==> config.mk <==
export PLATFORM = sky130hd
export DESIGN_NAME = pwr_seq_top
export DESIGN_NICKNAME = d
export VERILOG_FILES = /design/src/rtl/pwr_seq_pkg.sv /design/src/rtl/pwr_timebase.sv /design/src/rtl/pwr_level_qual.sv /design/src/rtl/pwr_seq_fsm.sv /design/src/rtl/pwr_seq_top.sv
export SDC_FILE = /design/constraint.sdc
export NUM_CORES = 1
export LEC_CHECK = 0
export BUFFER_PORTS_ARGS = -buffer_cell sky130_fd_sc_hd__buf_2
export CORE_MARGIN = 5
export CORE_UTILIZATION = 55
export CTS_CLUSTER_DIAMETER = 120
export DETAILED_ROUTE_END_ITERATION = 8
export GPL_TIMING_DRIVEN = 0
export PLACE_DENSITY_LB_ADDON = 0.08
export SYNTH_ARGS = -nofsm -noshare
export SYNTH_HDL_FRONTEND = slang
export SYNTH_SLANG_ARGS = --single-unit
==> constraint.sdc <==
create_clock -name clk -period 2.6 [get_ports clk]
set_input_delay 0.39 -clock clk [delete_from_list [all_inputs] [get_ports clk]]
set_output_delay 0.39 -clock clk [all_outputs]
set_load 0.1 [all_outputs]
==> src/rtl/pwr_seq_pkg.sv <==
package pwr_seq_pkg;
    typedef enum logic [1:0] {
        S_WAIT_INIT = 2'd0,
        S_IDLE      = 2'd1,
        S_PRESS_ON  = 2'd2,
        S_PRESS_OFF = 2'd3
    } seq_state_e;
endpackage

==> src/rtl/pwr_timebase.sv <==
module pwr_timebase #(
    parameter int TICK_DIV = 1
) (
    input  logic clk,
    input  logic rst_n,
    input  logic tick_i,
    output logic unit_o
);
    localparam int CW = (TICK_DIV > 1) ? $clog2(TICK_DIV) : 1;
    localparam logic [CW-1:0] LAST = CW'(TICK_DIV - 1);

    logic [CW-1:0] cnt_q;

    always_ff @(posedge clk or negedge rst_n) begin
        if (!rst_n) begin
            cnt_q <= '0;
        end else if (tick_i) begin
            if (cnt_q == LAST) cnt_q <= '0;
            else               cnt_q <= cnt_q + 1'b1;
        end
    end

    assign unit_o = tick_i && (cnt_q == LAST);

    assert_div_range_R12: assert property (@(posedge clk) disable iff (!rst_n)
        cnt_q <= LAST)
        else $error("tick divider out of range");

endmodule

==> src/rtl/pwr_level_qual.sv <==
module pwr_level_qual #(
    parameter int   HOLD_UNITS = 50,
    parameter logic RST_VAL    = 1'b0
) (
    input  logic clk,
    input  logic rst_n,
    input  logic unit_i,
    input  logic raw_i,
    output logic level_o,
    output logic chg_o
);
    localparam int HW = $clog2(HOLD_UNITS + 1);
    localparam logic [HW-1:0] LAST = HW'(HOLD_UNITS - 1);

    logic [1:0]    sync_q;
    logic [HW-1:0] cnt_q;
    logic          level_q;
    logic          chg_q;

    always_ff @(posedge clk or negedge rst_n) begin
        if (!rst_n) begin
            sync_q  <= {2{RST_VAL}};
            cnt_q   <= '0;
            level_q <= RST_VAL;
            chg_q   <= 1'b0;
        end else begin
            sync_q <= {sync_q[0], raw_i};
            chg_q  <= 1'b0;
            if (sync_q[1] != level_q) begin
                if (unit_i) begin
                    if (cnt_q == LAST) begin
                        level_q <= sync_q[1];
                        cnt_q   <= '0;
                        chg_q   <= 1'b1;
                    end else begin
                        cnt_q <= cnt_q + 1'b1;
                    end
                end
            end else begin
                cnt_q <= '0;
            end
        end
    end

    assign level_o = level_q;
    assign chg_o   = chg_q;

    assert_level_on_unit_R8: assert property (@(posedge clk) disable iff (!rst_n)
        !unit_i |=> $stable(level_o))
        else $error("qualified level moved without a unit strobe");

    assert_evt_with_move_R11: assert property (@(posedge clk) disable iff (!rst_n)
        $rose(chg_o) |-> (level_o != $past(level_o)))
        else $error("change event without level change");

endmodule

==> src/rtl/pwr_seq_fsm.sv <==
module pwr_seq_fsm
    import pwr_seq_pkg::*;
#(
    parameter int UP_UNITS = 8000,
    parameter int DN_UNITS = 2000
) (
    input  logic       clk,
    input  logic       rst_n,
    input  logic       unit_i,
    input  logic       init_done_i,
    input  logic       pwr_good_i,
    input  logic       req_on_i,
    input  logic       req_off_i,
    input  logic       fault_clr_i,
    output seq_state_e state_o,
    output logic       press_o,
    output logic       pwr_en_o,
    output logic       fault_up_o,
    output logic       fault_dn_o
);
    localparam int MAXU = (UP_UNITS > DN_UNITS) ? UP_UNITS : DN_UNITS;
    localparam int TW   = $clog2(MAXU + 1);
    localparam logic [TW-1:0] UP_LAST = TW'(UP_UNITS - 1);
    localparam logic [TW-1:0] DN_LAST = TW'(DN_UNITS - 1);

    seq_state_e    state_q, state_d;
    logic [TW-1:0] tmr_q;
    logic          up_tmo, dn_tmo;
    logic          up_fail, dn_fail;
    logic          fault_up_q, fault_dn_q;

    assign up_tmo  = (state_q == S_PRESS_ON)  && unit_i && (tmr_q == UP_LAST);
    assign dn_tmo  = (state_q == S_PRESS_OFF) && unit_i && (tmr_q == DN_LAST);
    assign up_fail = up_tmo && !pwr_good_i;
    assign dn_fail = dn_tmo &&  pwr_good_i;

    // next-state logic
    always_comb begin
        state_d = state_q;
        unique case (state_q)
            S_WAIT_INIT: if (init_done_i) state_d = S_IDLE;
            S_IDLE: begin
                if (req_on_i)       state_d = S_PRESS_ON;
                else if (req_off_i) state_d = S_PRESS_OFF;
            end
            S_PRESS_ON:  if (pwr_good_i || up_tmo)  state_d = S_IDLE;
            S_PRESS_OFF: if (!pwr_good_i || dn_tmo) state_d = S_IDLE;
        endcase
    end

    // state register
    always_ff @(posedge clk or negedge rst_n) begin
        if (!rst_n) state_q <= S_WAIT_INIT;
        else        state_q <= state_d;
    end

    // press window timer
    always_ff @(posedge clk or negedge rst_n) begin
        if (!rst_n) begin
            tmr_q <= '0;
        end else if (state_d != state_q ||
                     !(state_q == S_PRESS_ON || state_q == S_PRESS_OFF)) begin
            tmr_q <= '0;
        end else if (unit_i) begin
            tmr_q <= tmr_q + 1'b1;
        end
    end

    // output process: sticky fault flags
    always_ff @(posedge clk or negedge rst_n) begin
        if (!rst_n) begin
            fault_up_q <= 1'b0;
            fault_dn_q <= 1'b0;
        end else begin
            if (up_fail)          fault_up_q <= 1'b1;
            else if (fault_clr_i) fault_up_q <= 1'b0;
            if (dn_fail)          fault_dn_q <= 1'b1;
            else if (fault_clr_i) fault_dn_q <= 1'b0;
        end
    end

    assign state_o    = state_q;
    assign press_o    = (state_q == S_PRESS_ON) || (state_q == S_PRESS_OFF);
    assign pwr_en_o   = (state_q != S_WAIT_INIT);
    assign fault_up_o = fault_up_q;
    assign fault_dn_o = fault_dn_q;

    assert_en_sticky_R1: assert property (@(posedge clk) disable iff (!rst_n)
        pwr_en_o |=> pwr_en_o)
        else $error("enable dropped");

    assert_up_fault_src_R3: assert property (@(posedge clk) disable iff (!rst_n)
        $rose(fault_up_o) |-> ($past(state_q) == S_PRESS_ON && !$past(pwr_good_i)))
        else $error("up fault outside a failed power-up");

    assert_dn_fault_src_R5: assert property (@(posedge clk) disable iff (!rst_n)
        $rose(fault_dn_o) |-> ($past(state_q) == S_PRESS_OFF && $past(pwr_good_i)))
        else $error("down fault outside a failed power-down");

    assert_busy_ignore_R6: assert property (@(posedge clk) disable iff (!rst_n)
        (state_q == S_PRESS_ON && !pwr_good_i && !unit_i) |=> (state_q == S_PRESS_ON))
        else $error("power-up press left without cause");

    assert_fault_hold_R7: assert property (@(posedge clk) disable iff (!rst_n)
        (fault_up_o && !fault_clr_i) |=> fault_up_o)
        else $error("up fault cleared without request");

endmodule

==> src/rtl/pwr_seq_top.sv <==
module pwr_seq_top
    import pwr_seq_pkg::*;
#(
    parameter int TICK_DIV  = 1,
    parameter int UP_UNITS  = 8000,
    parameter int DN_UNITS  = 2000,
    parameter int BTN_UNITS = 50,
    parameter int S5_UNITS  = 15
) (
    input  logic       clk,
    input  logic       rst_n,
    input  logic       tick_i,
    input  logic       init_done_i,
    input  logic       secure_i,
    input  logic       pwr_good_i,
    input  logic       btn_raw_i,
    input  logic       s5_raw_i,
    input  logic       req_on_i,
    input  logic       req_off_i,
    input  logic       fault_clr_i,
    output logic       chip_btn_o,
    output logic       pwr_en_o,
    output logic       fault_up_o,
    output logic       fault_dn_o,
    output logic       s5_o,
    output logic       s5_evt_o,
    output logic [1:0] state_o
);
    logic       unit;
    logic       btn_lvl;
    logic       btn_chg_unused;
    logic       seq_press;
    seq_state_e st;

    pwr_timebase #(.TICK_DIV(TICK_DIV)) u_tb (
        .clk(clk), .rst_n(rst_n), .tick_i(tick_i), .unit_o(unit)
    );

    pwr_level_qual #(.HOLD_UNITS(BTN_UNITS), .RST_VAL(1'b0)) u_btn_q (
        .clk(clk), .rst_n(rst_n), .unit_i(unit), .raw_i(btn_raw_i),
        .level_o(btn_lvl), .chg_o(btn_chg_unused)
    );

    pwr_level_qual #(.HOLD_UNITS(S5_UNITS), .RST_VAL(1'b0)) u_s5_q (
        .clk(clk), .rst_n(rst_n), .unit_i(unit), .raw_i(s5_raw_i),
        .level_o(s5_o), .chg_o(s5_evt_o)
    );

    pwr_seq_fsm #(.UP_UNITS(UP_UNITS), .DN_UNITS(DN_UNITS)) u_fsm (
        .clk(clk), .rst_n(rst_n), .unit_i(unit),
        .init_done_i(init_done_i), .pwr_good_i(pwr_good_i),
        .req_on_i(req_on_i), .req_off_i(req_off_i), .fault_clr_i(fault_clr_i),
        .state_o(st), .press_o(seq_press), .pwr_en_o(pwr_en_o),
        .fault_up_o(fault_up_o), .fault_dn_o(fault_dn_o)
    );

    assign chip_btn_o = (seq_press || btn_lvl) && !secure_i;
    assign state_o    = st;

    assert_btn_no_seq_R8: assert property (@(posedge clk) disable iff (!rst_n)
        ($rose(btn_lvl) && st == S_IDLE && !req_on_i && !req_off_i) |-> ##1 (st == S_IDLE))
        else $error("button started a timed press");

endmodule

* Yosys cells after proc, flatten, opt, wreduce, memory -nomap -nowiden
Index checks and enable logic that the tools add are counted.
** Operators by class
- Equality and inequality tests :: 12
- Add/sub/neg operators :: 4
- Bitwise operators :: 1
- Muxes and demuxes :: 21
- Reduce and logical (&&, ||, !) cells :: 23
** Operators with widths (number)
- 13-bit 2-to-1 mux :: 2
- 6-bit 2-to-1 mux :: 3
- 13-bit by 1-bit adder with 13-bit output, second input constant :: 1
- 13-bit by 11-bit == test with 1-bit output, second input constant :: 1
- 13-bit == test, second input constant :: 1
- 4-bit 2-to-1 mux :: 3
- 2-bit 2-to-1 mux :: 5
- 1-bit logical AND :: 8
- 2-bit one-hot mux with 4 select lines :: 1
- 2-bit nonzero test :: 4
- 1-bit 2-to-1 mux :: 7
- 6-bit by 1-bit adder with 6-bit output, second input constant :: 1
- 6-bit == test, second input constant :: 1
- 3-bit AND reduction :: 2
- 1-bit logical OR :: 5
- 4-bit by 1-bit adder with 4-bit output, second input constant :: 1
- 2-bit == test, second input constant :: 2
- 4-bit == test, second input constant :: 1
- 2-bit by 1-bit inequality test with 1-bit output, second input constant :: 2
- 1-bit zero test :: 3
- 2-bit by 1-bit == test with 1-bit output, second input constant :: 1
- 2-bit zero test :: 1
- 1-bit inequality test :: 2
- 2-bit inequality test :: 1
- 2 further kinds :: 2
** Word-level totals
- Input bits :: 11
- Bits in registers :: 35

* Longest topological paths before layout
- Word-level depth :: 10
- Depth in mapped cells :: 6
- Mapped depth without buffers :: 6

* Modules after synthesis
A second synthesis with hierarchy kept.
** Unflattened totals
- Cells, all modules :: 169
- Area, all modules :: 1740.4 µm²
** Modules (own cells, without submodules)
- pwr_seq_fsm :: area an instance 894.6 µm², cells each 90, sequential area each 425.4 µm², times used 1
- pwr_level_qual at u_btn_q :: area an instance 483.0 µm², cells each 46, sequential area each 250.2 µm², times used 1
- pwr_level_qual at u_s5_q :: area an instance 345.3 µm², cells each 31, sequential area each 200.2 µm², times used 1
- pwr_seq_top :: area an instance 10.0 µm², cells each 1, sequential area each 0.0 µm², times used 1
- pwr_timebase :: area an instance 7.5 µm², cells each 1, sequential area each 0.0 µm², times used 1

* Worst setup path after synthesis
Ideal clock, no wire load.
- Path kind :: register -> output
- Start :: reg u_fsm.state_q[1], in the netlist u_fsm.state_o[1]
- End :: out chip_btn_o
- Buffers on the path :: 0
- Cell stages (with the launch flop) :: 3
- Required time :: 2210 ps
- Data arrival time :: 2433 ps
- Path slack :: -223 ps
- Cells stage by stage :: dfrtp_1 -> nor2_1 -> nor2_1
** Between the ends
- Longest elaborated chain between the ends :: 4
- Elaborated cells between the ends (all ways) :: 5
** Ends and longest elaborated chain
- from (decl) :: RTL line pwr_seq_fsm.sv:26 : seq_state_e state_q, state_d;
- from (signal assigned) :: RTL line pwr_seq_fsm.sv:54 : else state_q <= state_d;
- 2-bit == test :: RTL line pwr_seq_fsm.sv:83 : assign press_o = (state_q == S_PRESS_ON) || (state_q == S_PRESS_OFF);
- 1-bit logical OR * :: RTL line pwr_seq_fsm.sv:83
- 1-bit logical OR * :: RTL line pwr_seq_top.sv:57 : assign chip_btn_o = (seq_press || btn_lvl) && !secure_i;
- 1-bit logical AND * :: RTL line pwr_seq_top.sv:57
- to (decl) :: RTL line pwr_seq_top.sv:21 : output logic chip_btn_o,
Every way passes the cells marked *; elsewhere a longest branch is shown, timed or not.

* Worst setup path after layout
- Start :: reg u_fsm.tmr_q[5]
- End :: reg u_fsm.state_q[1], in the netlist u_fsm.state_o[1]
** Between the ends
- Longest elaborated chain between the ends :: 5
- Elaborated cells between the ends (all ways) :: 9
** Ends and longest elaborated chain
- from (decl) :: RTL line pwr_seq_fsm.sv:27 : logic [TW-1:0] tmr_q;
- from (signal assigned) :: RTL line pwr_seq_fsm.sv:65 : tmr_q <= tmr_q + 1'b1;
- 13-bit by 11-bit == test with 1-bit output or 13-bit == test (tied branches) :: RTL line pwr_seq_fsm.sv:33, pwr_seq_fsm.sv:32
- 1-bit logical AND, on equally long branches :: RTL line pwr_seq_fsm.sv:33, pwr_seq_fsm.sv:32
- 1-bit logical OR, on equally long branches :: RTL line pwr_seq_fsm.sv:47, pwr_seq_fsm.sv:46
- 2-bit 2-to-1 mux, on equally long branches :: RTL line pwr_seq_fsm.sv:47, pwr_seq_fsm.sv:46
- 2-bit one-hot mux with 4 select lines * :: RTL line pwr_seq_fsm.sv:40 : unique case (state_q)
- via u_fsm.state_d[1] :: RTL line pwr_seq_fsm.sv:26
The timed path passes the listed nets; every way through them passes the cells marked *.
A chain may end at the register's enable or synchronous reset.

==> metrics.md <==
| Metric | Value |
|---|---|
| Post-route DRC | 0 |
| CP arrival | 2220 ps |
| Placed cell areas | 1822 um2 |
| Synthesized instance count | 169 |
| # diodes | 0 |
| Initial Util | 56.21% |
| Setup violators final | 0 |
| Vias in the first global route | 1328 |
| Seq/Total Area, Yosys | 50.41% |
| GP Congestion | 0.8463 |
| Syn avg cell area | 9.987 um2 |
| Mapped Nets | 185 |
| Dominant cell type by area after synthesis | dfrtp_1 |
| P&R area growth vs syn | 12.38% |
| # IOs | 19 |
| Largest net degree at the start of global routing | 35 |
| Final WS setup | 603.1 ps |
| Yosys cell types | 31 |
| Layout Skew | 3.026 ps |
| CTS tree | done |
| Resize count post-CTS | 0 |
| Clock buffer depth | 2 |
| Hold WC Path Type | in2async |
| Setup TNS | 0 ps |
| Status | finished clean |
| CTS clk-pin slew, worst paths | 100 ps |
| Layout cells sized above 1 | 17.44% |
| Vias/cell | 5.759 |
| Synth area leaders | dfrtp_1 (50%), a21oi_1 (6.8%), xnor2_1 (5.2%), ha_1 (3.7%), nor2_1 (3.6%) |
| Post-place setup slack | 615.4 ps |
| CP Cell Sequence | or4_1 > or4_4 > nand4_4 > buf_8 > o211ai_2 |
| Total CTS buffers | 5 |
| Port Buffers | 18 |
| 1st-iter DRT viols | 90 |
| CP Class | reg2reg |
| Peak supply drop | 360.9 uV |
| PD cells | 719.4 nW/um2 |
| Fin nets | 210 |
| CP max stage cell | or4_4 |
| CP endpoint kind | flip-flop |
| Startpoint Class | flip-flop |
| First-pass GRT wire length | 5802 um |
| Die Height | 65.40 um |
| FP Rows | 20 |
| Fin util | 63.17% |
| Antenna-violating nets left | 0 |
| Grt total ovfl | 0 |
| CTS root buf | clkbuf_4 |
| Initial antenna violation count | 0 |
| Max-cap violation count | 0 |
| Skew-Pair Late Insertion Delay | 340 ps |
| Reg-to-reg startpoint | u_fsm.tmr_q[5] |
| CP endpoint | u_fsm.state_o[1] |
| Unrepaired setup endpoints after global routing | false |
| Drt wl/cell | 13.89 um |
| Final hold vios | 0 |
| Synthesized area | 1688 um2 |
| Top FF cell, synth | dfrtp_1 |
| Critical-path maximum fanout | 10 |
| R2R setup slack | 600 ps |
| Commonest non-fill, non-tap cell in the layout | dfrtp_1 |
| Worst slew pin tran | 730.8 ps |
| R2R depth | 5 |
| Num Clock Sinks | 34 |
| Post-route minimum period | 1997 ps |
| Vias after detailed routing | 1313 |
| Total GRT Usage | 18.01% |
| Postcts setup bufs | 0 |
| Chip width | 65.40 um |
| DIE AREA | 4277 um2 |
| Post-synth ARST share | 100.0% |
| Relative slew slack | 51.28% |
| Synth warn | 0 |
| Final HPWL DP | 2280 um |
| Part of the cycle the worst path needs | 76.80% |
| CP startpoint | u_fsm.tmr_q[5] |
| Worst r2r dst | u_fsm.state_o[1] |
| Post-synth EDFFs | 0 |
| Most frequent cells in the layout | dfrtp_1 (34), a21oi_1 (23), buf_2 (18), nor2_1 (15), nand2_1 (14) |
| Register bit total from synthesis | 34 |
| Total design power | 0.001365 W |
| # hold bufs at CTS | 0 |
| Critical Path RT | 2830 ps |
| Fin. max-slew vios | 0 |
| H-Tree Depth | 2 |
| Final WL | 3168 um |
| Maximum clock rate | 500.8 MHz |
| Design area | 1897 um2 |
| DRT Pass-1 Iters | 4 |
| Synth top area share | 50.41% |
| Static leakage | 0.8160 nW |
| Worst path max stage delay | 550 ps |
| Core area | 3003 um2 |
## sequential cells by signal, indices dropped and copies added (netlist names)
| signal | count |
|---|---|
| u_btn_q.cnt_q | 6 |
| u_btn_q.level_o | 1 |
| u_btn_q.sync_q | 2 |
| u_fsm.fault_dn_o | 1 |
| u_fsm.fault_up_o | 1 |
| u_fsm.state_o | 2 |
| u_fsm.tmr_q | 13 |
| u_s5_q.chg_o | 1 |
| u_s5_q.cnt_q | 4 |
| u_s5_q.level_o | 1 |
| u_s5_q.sync_q | 2 |
## where the power goes
group	switching (W)	internal, W
logic	0.000283	0.0000918
registers	0.0000494	0.000557
clock network	0.000180	0.000204
## critical path, delay by kind of cell (launching register included)
kind | cells | cell delay (ps)
AND/OR/NAND/NOR | 3 | 1210
flip-flops | 1 | 440
AO/OA/AOI/OAI | 1 | 90
buffers and inverters | 1 | 140
## cells in the mapped netlist (all sizes together), types with 2 or more instances
cell / count
buf: 2
mux2i: 2
nor2: 16
ha: 5
xor2: 5
nand2b: 2
nand2: 14
nand3b: 2
nor4: 4
xnor2: 10
or4: 2
o22ai: 2
clkbuf: 2
nand3: 8
dfrtp: 34
or3: 3
nand4: 8
inv: 8
mux2: 3
o21ai: 3
and3: 3
nor3: 3
a21oi: 23
## logic make-up (layout without fill, tap and decap cells)
family | count (synthesis) | in the layout | share of synthesized area, %
multiplexers | 5 | 5 | 3.187
buffers and inverters | 12 | 38 | 3.781
AND/OR/NAND/NOR | 66 | 66 | 20.61
AO/OA/AOI/OAI | 32 | 32 | 10.53
flip-flops | 34 | 34 | 50.41
adder cells (fa/ha/maj) | 5 | 5 | 3.706
XOR/XNOR | 15 | 15 | 7.783
## metal layers
layer | up-vias | track usage [%] | wire length (um) | part of all wire (%)
met5 | - | 0 | 0 | 0
met4 | 0 | 6.736 | 63 | 2.0
met3 | 7 | 5.641 | 169 | 5.3
met2 | 30 | 31.98 | 1595 | 50
met1 | 630 | 20.02 | 1338 | 42
li1 | 646 | - | - | -
## cell type report
type | count | area, um2
Clock buffer | 7 | 45.04
Tap cell | 33 | 41.29
Inverter | 8 | 30.03
Multi-Input combinational cell | 123 | 775.7
Timing Repair Buffer | 18 | 90.09
Sequential cell | 34 | 850.8
Buffer | 4 | 33.78
Fill cell | 276 | 1106
Clock inverter | 1 | 30.03
## stage by stage
stage               std cells  hold WS (ps)
floorplan                 169         94.41
global placement          220         332.2
detailed placement        220         339.7
CTS                       228         114.7
global route              228         133.9
finish                    228         95.23
## how the worst min path moves through the flow
stage               slack [ps]  cells after the start           endpoint
floorplan                   90                      0   u_btn_q.cnt_q[0]
global placement           330                      0   u_s5_q.sync_q[1]
detailed placement         340                      0  u_btn_q.sync_q[1]
CTS                        110                      1    u_fsm.tmr_q[12]
global route               130                      1   u_s5_q.sync_q[0]
finish                     100                      1     u_fsm.tmr_q[4]
Power figures use the tool's default switching activity.
